<file path="config.mk">
export PLATFORM = sky130hd
export DESIGN_NAME = vdrop_term_det
export DESIGN_NICKNAME = d
export VERILOG_FILES = /design/src/rtl/vdrop_pkg.sv /design/src/rtl/vdrop_mode_sel.sv /design/src/rtl/vdrop_window.sv /design/src/rtl/vdrop_peak_track.sv /design/src/rtl/vdrop_drop_cmp.sv /design/src/rtl/vdrop_term_det.sv
export SDC_FILE = /design/constraint.sdc
export NUM_CORES = 1
export LEC_CHECK = 0
export ABC_AREA = 1
export BUFFER_PORTS_ARGS = -buffer_cell sky130_fd_sc_hd__clkbuf_2
export CORE_ASPECT_RATIO = 0.5
export CORE_MARGIN = 4
export CORE_UTILIZATION = 45
export CTS_CLUSTER_DIAMETER = 200
export DETAILED_ROUTE_END_ITERATION = 8
export GPL_TIMING_DRIVEN = 0
export PLACE_DENSITY = 0.68
export RECOVER_POWER = 100
export SETUP_SLACK_MARGIN = 0.3
export SKIP_LAST_GASP = 1
export SYNTH_ARGS = -nofsm -noshare
export SYNTH_HDL_FRONTEND = slang
export SYNTH_SLANG_ARGS = --single-unit
export TNS_END_PERCENT = 20
</file>
<file path="constraint.sdc">
create_clock -name clk_i -period 3.1 [get_ports clk_i]
set_input_delay 0.155 -clock clk_i [delete_from_list [all_inputs] [get_ports clk_i]]
set_output_delay 0.155 -clock clk_i [all_outputs]
set_load 0.02 [all_outputs]
</file>
<file path="src/rtl/vdrop_pkg.sv">
package vdrop_pkg;
  typedef enum logic {
    DET_PEAK = 1'b0,
    DET_NDV  = 1'b1
  } det_mode_e;

  function automatic det_mode_e decode_mode(input logic [1:0] lvl);
    return lvl[1] ? DET_NDV : DET_PEAK;
  endfunction
endpackage

</file>
<file path="src/rtl/vdrop_mode_sel.sv">
module vdrop_mode_sel
  import vdrop_pkg::*;
#(
  parameter int unsigned THR_W       = 8,
  parameter int unsigned NDV_DROP_MV = 12,
  parameter int unsigned PVD_DROP_MV = 3
) (
  input  logic [1:0]       mode_i,
  output det_mode_e        mode_o,
  output logic [THR_W-1:0] thr_o
);
  always_comb begin
    mode_o = decode_mode(mode_i);
    thr_o  = (mode_o == DET_NDV) ? THR_W'(NDV_DROP_MV) : THR_W'(PVD_DROP_MV);
  end
endmodule

</file>
<file path="src/rtl/vdrop_window.sv">
module vdrop_window #(
  parameter int unsigned SAMPLE_W  = 12,
  parameter int unsigned WIN_LO_MV = 1000,
  parameter int unsigned WIN_HI_MV = 2000
) (
  input  logic [SAMPLE_W-1:0] sample_i,
  output logic                in_win_o
);
  localparam logic [SAMPLE_W-1:0] LO = SAMPLE_W'(WIN_LO_MV);
  localparam logic [SAMPLE_W-1:0] HI = SAMPLE_W'(WIN_HI_MV);

  assign in_win_o = (sample_i > LO) && (sample_i < HI);
endmodule

</file>
<file path="src/rtl/vdrop_peak_track.sv">
module vdrop_peak_track #(
  parameter int unsigned SAMPLE_W = 12
) (
  input  logic                clk_i,
  input  logic                rst_ni,
  input  logic                clear_i,
  input  logic                take_i,
  input  logic [SAMPLE_W-1:0] sample_i,
  output logic [SAMPLE_W-1:0] peak_o,
  output logic                peak_vld_o
);
  logic [SAMPLE_W-1:0] peak_q;
  logic                vld_q;

  always_ff @(posedge clk_i or negedge rst_ni) begin
    if (!rst_ni) begin
      peak_q <= '0;
      vld_q  <= 1'b0;
    end else if (clear_i) begin
      peak_q <= '0;
      vld_q  <= 1'b0;
    end else if (take_i && (!vld_q || sample_i > peak_q)) begin
      peak_q <= sample_i;
      vld_q  <= 1'b1;
    end
  end

  assign peak_o     = peak_q;
  assign peak_vld_o = vld_q;
endmodule

</file>
<file path="src/rtl/vdrop_drop_cmp.sv">
module vdrop_drop_cmp #(
  parameter int unsigned SAMPLE_W = 12,
  parameter int unsigned THR_W    = 8
) (
  input  logic                peak_vld_i,
  input  logic [SAMPLE_W-1:0] peak_i,
  input  logic [SAMPLE_W-1:0] sample_i,
  input  logic [THR_W-1:0]    thr_i,
  output logic                hit_o
);
  localparam int unsigned DW = (SAMPLE_W > THR_W) ? SAMPLE_W + 1 : THR_W + 1;

  logic [DW-1:0] diff;

  always_comb begin
    diff  = DW'(peak_i) - DW'(sample_i);
    hit_o = peak_vld_i && (peak_i > sample_i) && (diff >= DW'(thr_i));
  end
endmodule

</file>
<file path="src/rtl/vdrop_term_det.sv">
module vdrop_term_det
  import vdrop_pkg::*;
#(
  parameter int unsigned SAMPLE_W    = 12,
  parameter int unsigned WIN_LO_MV   = 1000,
  parameter int unsigned WIN_HI_MV   = 2000,
  parameter int unsigned NDV_DROP_MV = 12,
  parameter int unsigned PVD_DROP_MV = 3
) (
  input  logic                clk_i,
  input  logic                rst_ni,
  input  logic                sample_vld_i,
  input  logic [SAMPLE_W-1:0] sample_i,
  input  logic [1:0]          mode_i,
  input  logic                holdoff_i,
  input  logic                clear_i,
  output logic                term_o
);
  localparam int unsigned MAX_THR = (NDV_DROP_MV > PVD_DROP_MV) ? NDV_DROP_MV : PVD_DROP_MV;
  localparam int unsigned THR_W   = $clog2(MAX_THR + 1);

  det_mode_e           mode;
  logic [THR_W-1:0]    thr;
  logic                in_win;
  logic                take;
  logic [SAMPLE_W-1:0] peak_q;
  logic                peak_vld_q;
  logic                drop_hit;
  logic                fire;
  logic                term_q;

  vdrop_mode_sel #(
    .THR_W      (THR_W),
    .NDV_DROP_MV(NDV_DROP_MV),
    .PVD_DROP_MV(PVD_DROP_MV)
  ) mode_sel_i (
    .mode_i(mode_i),
    .mode_o(mode),
    .thr_o (thr)
  );

  vdrop_window #(
    .SAMPLE_W (SAMPLE_W),
    .WIN_LO_MV(WIN_LO_MV),
    .WIN_HI_MV(WIN_HI_MV)
  ) window_i (
    .sample_i(sample_i),
    .in_win_o(in_win)
  );

  assign take = sample_vld_i && in_win && !clear_i;

  vdrop_peak_track #(
    .SAMPLE_W(SAMPLE_W)
  ) peak_i (
    .clk_i     (clk_i),
    .rst_ni    (rst_ni),
    .clear_i   (clear_i),
    .take_i    (take),
    .sample_i  (sample_i),
    .peak_o    (peak_q),
    .peak_vld_o(peak_vld_q)
  );

  vdrop_drop_cmp #(
    .SAMPLE_W(SAMPLE_W),
    .THR_W   (THR_W)
  ) cmp_i (
    .peak_vld_i(peak_vld_q),
    .peak_i    (peak_q),
    .sample_i  (sample_i),
    .thr_i     (thr),
    .hit_o     (drop_hit)
  );

  assign fire = take && !holdoff_i && drop_hit;

  always_ff @(posedge clk_i or negedge rst_ni) begin
    if (!rst_ni)      term_q <= 1'b0;
    else if (clear_i) term_q <= 1'b0;
    else if (fire)    term_q <= 1'b1;
  end

  assign term_o = term_q;

  logic unused_mode;
  assign unused_mode = (mode == DET_NDV);
endmodule

</file>
==> impl_results.md <==
- Die width: 92.5 um
- Vias per cell: 4.94
- R2r setup slk: 540 ps
- Crit end category: flop
- Die area: 0.00465 sq mm
- Mapped Area: 0.00161 sq mm
- Max-Cap Viols: 0
- CTS tree: yes
- Longest Clk Path Bufs: 2
- Seq/Total Area, Yosys: 0.218
- Outcome: completed
- Initial Util: 0.468
- RSZ-0062 raised after global routing: false
- Final setup skew: 10.3 ps
- FILL cells: 373
- Crit path max fanout: 10
- Cell row count: 15
- Placed inst area: 0.00176 sq mm
- Num CTS Buffers: 3
- Non-Filler Instances: 312
- Fin. max-slew vios: 0
- Seq cells post-synth: 14
- Slew headroom: 0.460
- Die Y: 50.3 um
- GP Congestion: 0.926
- F_max: 390 MHz
- Multi-input logic area: 990 sq um
- Core area: 0.00343 sq mm
- Post-DP HPWL: 3100 um
- Most common cell after layout, fill and taps aside: nand2_1
- CP arrival: 2730 ps
- Post-route ant nets: 0
- Mapped Nets: 275
- H-tree depth: 1
- Nets: 299
- Leakage: 0.995 nW
- Root Driver: clkbuf_8
- Setup TNS Final: 0 ps
- Register clock-pin slew on the reported worst setup and hold paths: 70 ps
- Setup bufs post-CTS: 0
- Port-buffer cells: 18
- Largest net degree at the start of global routing: 15
- Startpoint types: flop
- PostCTS Resize Cnt: 0
- Post-placement cell count: 308
- Ports: 20
- Layout cell share with drive strength beyond 1: 0.142
- Hold Crit Class: input pin to flop
- Vias in the first global route: 1,487
- Critical setup path kind: flop to flop
- Final Cell Area: 0.00174 sq mm
- Tot GR Track Use: 0.178
- Vias post-DR: 1,542
- Tmin final: 2560 ps
- DR iter-0 viols: 71
- Max rail drop VDD: 0.186 mV
- Total gr overflow: 0
- Final hold violations: 0
- 1st-pass router iterations: 4
- Final Cycle Share: 0.826
- Clock latency on the worst-skew pair: 250 ps
- Avg Cell Area, Syn: 6.73 sq um
- Setup-failing EPs final: 0
- Global-route wire length before repair: 6590 um
- Clock Sinks: 14
- Ant. Diodes: 0
- Worst-margin pin slew: 811 ps
- Detailed-route DRC error count: 0
- Power density cells: 308 mW/mm^2
- Synth cell types: 26
- Routed wire length: 3730 um
- Mapped Cells: 239
- Routed len/inst: 12.0 um
- Worst Path Required: 3270 ps
- Sequential cell area: 350 sq um
- Area delta synth->final: 8.33%
- Commonest non-fill, non-tap cells in the layout: 74 x nand2_1, 48 x inv_1, 17 x nand3_1
- Initial antenna violation count: 0
- Yosys Warn Count: 0
[what timing repair did]
action / CTS / global route
hold buffers: 1 / 0
endpoints found under the setup margin: 0 / 0
hold endpoints to repair: 14 / 0
[cell type report]
class / instances / area share
Sequential cell: 14 / 0.201
Tap cell: 51 / 0.0366
Clock buffer: 3 / 0.0237
Inverter: 49 / 0.107
Timing Repair Buffer: 19 / 0.0560
Buffer: 3 / 0.00718
Multi-Input combinational cell: 173 / 0.568
[state kept, by name, summed over array words and instances (netlist names)]
name / cells
term_o: 1
peak_i.peak_o: 12
peak_i.peak_vld_o: 1
[per-layer routing]
layer,routed length (um),vias to the layer above,GRT usage
met3,190,9,0.0269
met4,68,0,0.0493
met1,1960,694,0.250
li1,-,799,-
met5,0,-,0
met2,1520,40,0.285
[critical path, cell delays in order, from the launching register on]
cell,delay (ps)
dfrtp_1,390
ha_1,420
nand2_1,130
nor2_1,150
nand3_1,140
nand3_2,90
nand2_1,70
nand2_1,100
nand2_2,60
nand2_1,100
clkbuf_1,550
nand3_1,180
o21ai_2,100
[metrics by stage]
step	power [mW]	utilization	worst slack, ps	hold WS, ps
floorplan	0.340	-	949	-141
global placement	0.385	0.513	690	86.7
detailed placement	0.391	0.513	653	88.0
CTS	0.547	0.528	642	159
global route	0.579	0.507	292	171
finish	0.536	0.507	539	172
[where the power goes]
group	internal, mW	switching (mW)	total, mW
registers	0.191	0.00519	0.196
logic	0.0706	0.115	0.186
clock network	0.0861	0.0687	0.155
[Yosys cell counts]
cell type	instances	area [sq um]
nand4_1	5	31.3
nand3b_1	3	22.5
a31oi_1	2	12.5
ha_1	16	200
xnor2_1	2	17.5
nand2_2	4	25.0
o21bai_4	1	18.8
xor2_1	1	8.76
a21oi_1	7	35.0
dfrtp_1	14	350
nand3_2	11	110
o21ai_2	9	78.8
buf_12	1	20.0
nor2_2	1	6.26
buf_2	1	5.00
inv_4	1	6.26
nor3_1	2	10.0
o21ai_0	3	15.0
inv_1	48	180
o21ai_1	2	10.0
nor2_1	16	60.1
nand3_1	15	75.1
nand2_1	71	267
fa_1	1	20.0
buf_6	1	11.3
nand2_4	1	11.3
[logic make-up (layout without fill, tap and decap cells)]
group,Yosys count,after routing,synth area share
AO/OA/AOI/OAI,24,24,0.106
XOR/XNOR,3,3,0.0163
adder cells (fa/ha/maj),17,17,0.137
buffers and inverters,52,74,0.139
flip-flops,14,14,0.218
AND/OR/NAND/NOR,129,129,0.384
[path summary, 6_finish.rpt]
| kind | start | to | cells past startpoint |
|---|---|---|---|
| max in group asynchronous | rst_ni | peak_i.peak_vld_o | 2 |
| hold reg to reg | term_o | term_o | 2 |
| setup reg to reg | peak_i.peak_o[8] | peak_i.peak_o[4] | 12 |
| hold / removal | sample_i[0] | peak_i.peak_o[0] | 3 |
| min in group asynchronous | rst_ni | peak_i.peak_o[7] | 2 |
| setup / recovery | peak_i.peak_o[8] | peak_i.peak_o[4] | 12 |
(Power assumes the default switching activity.)
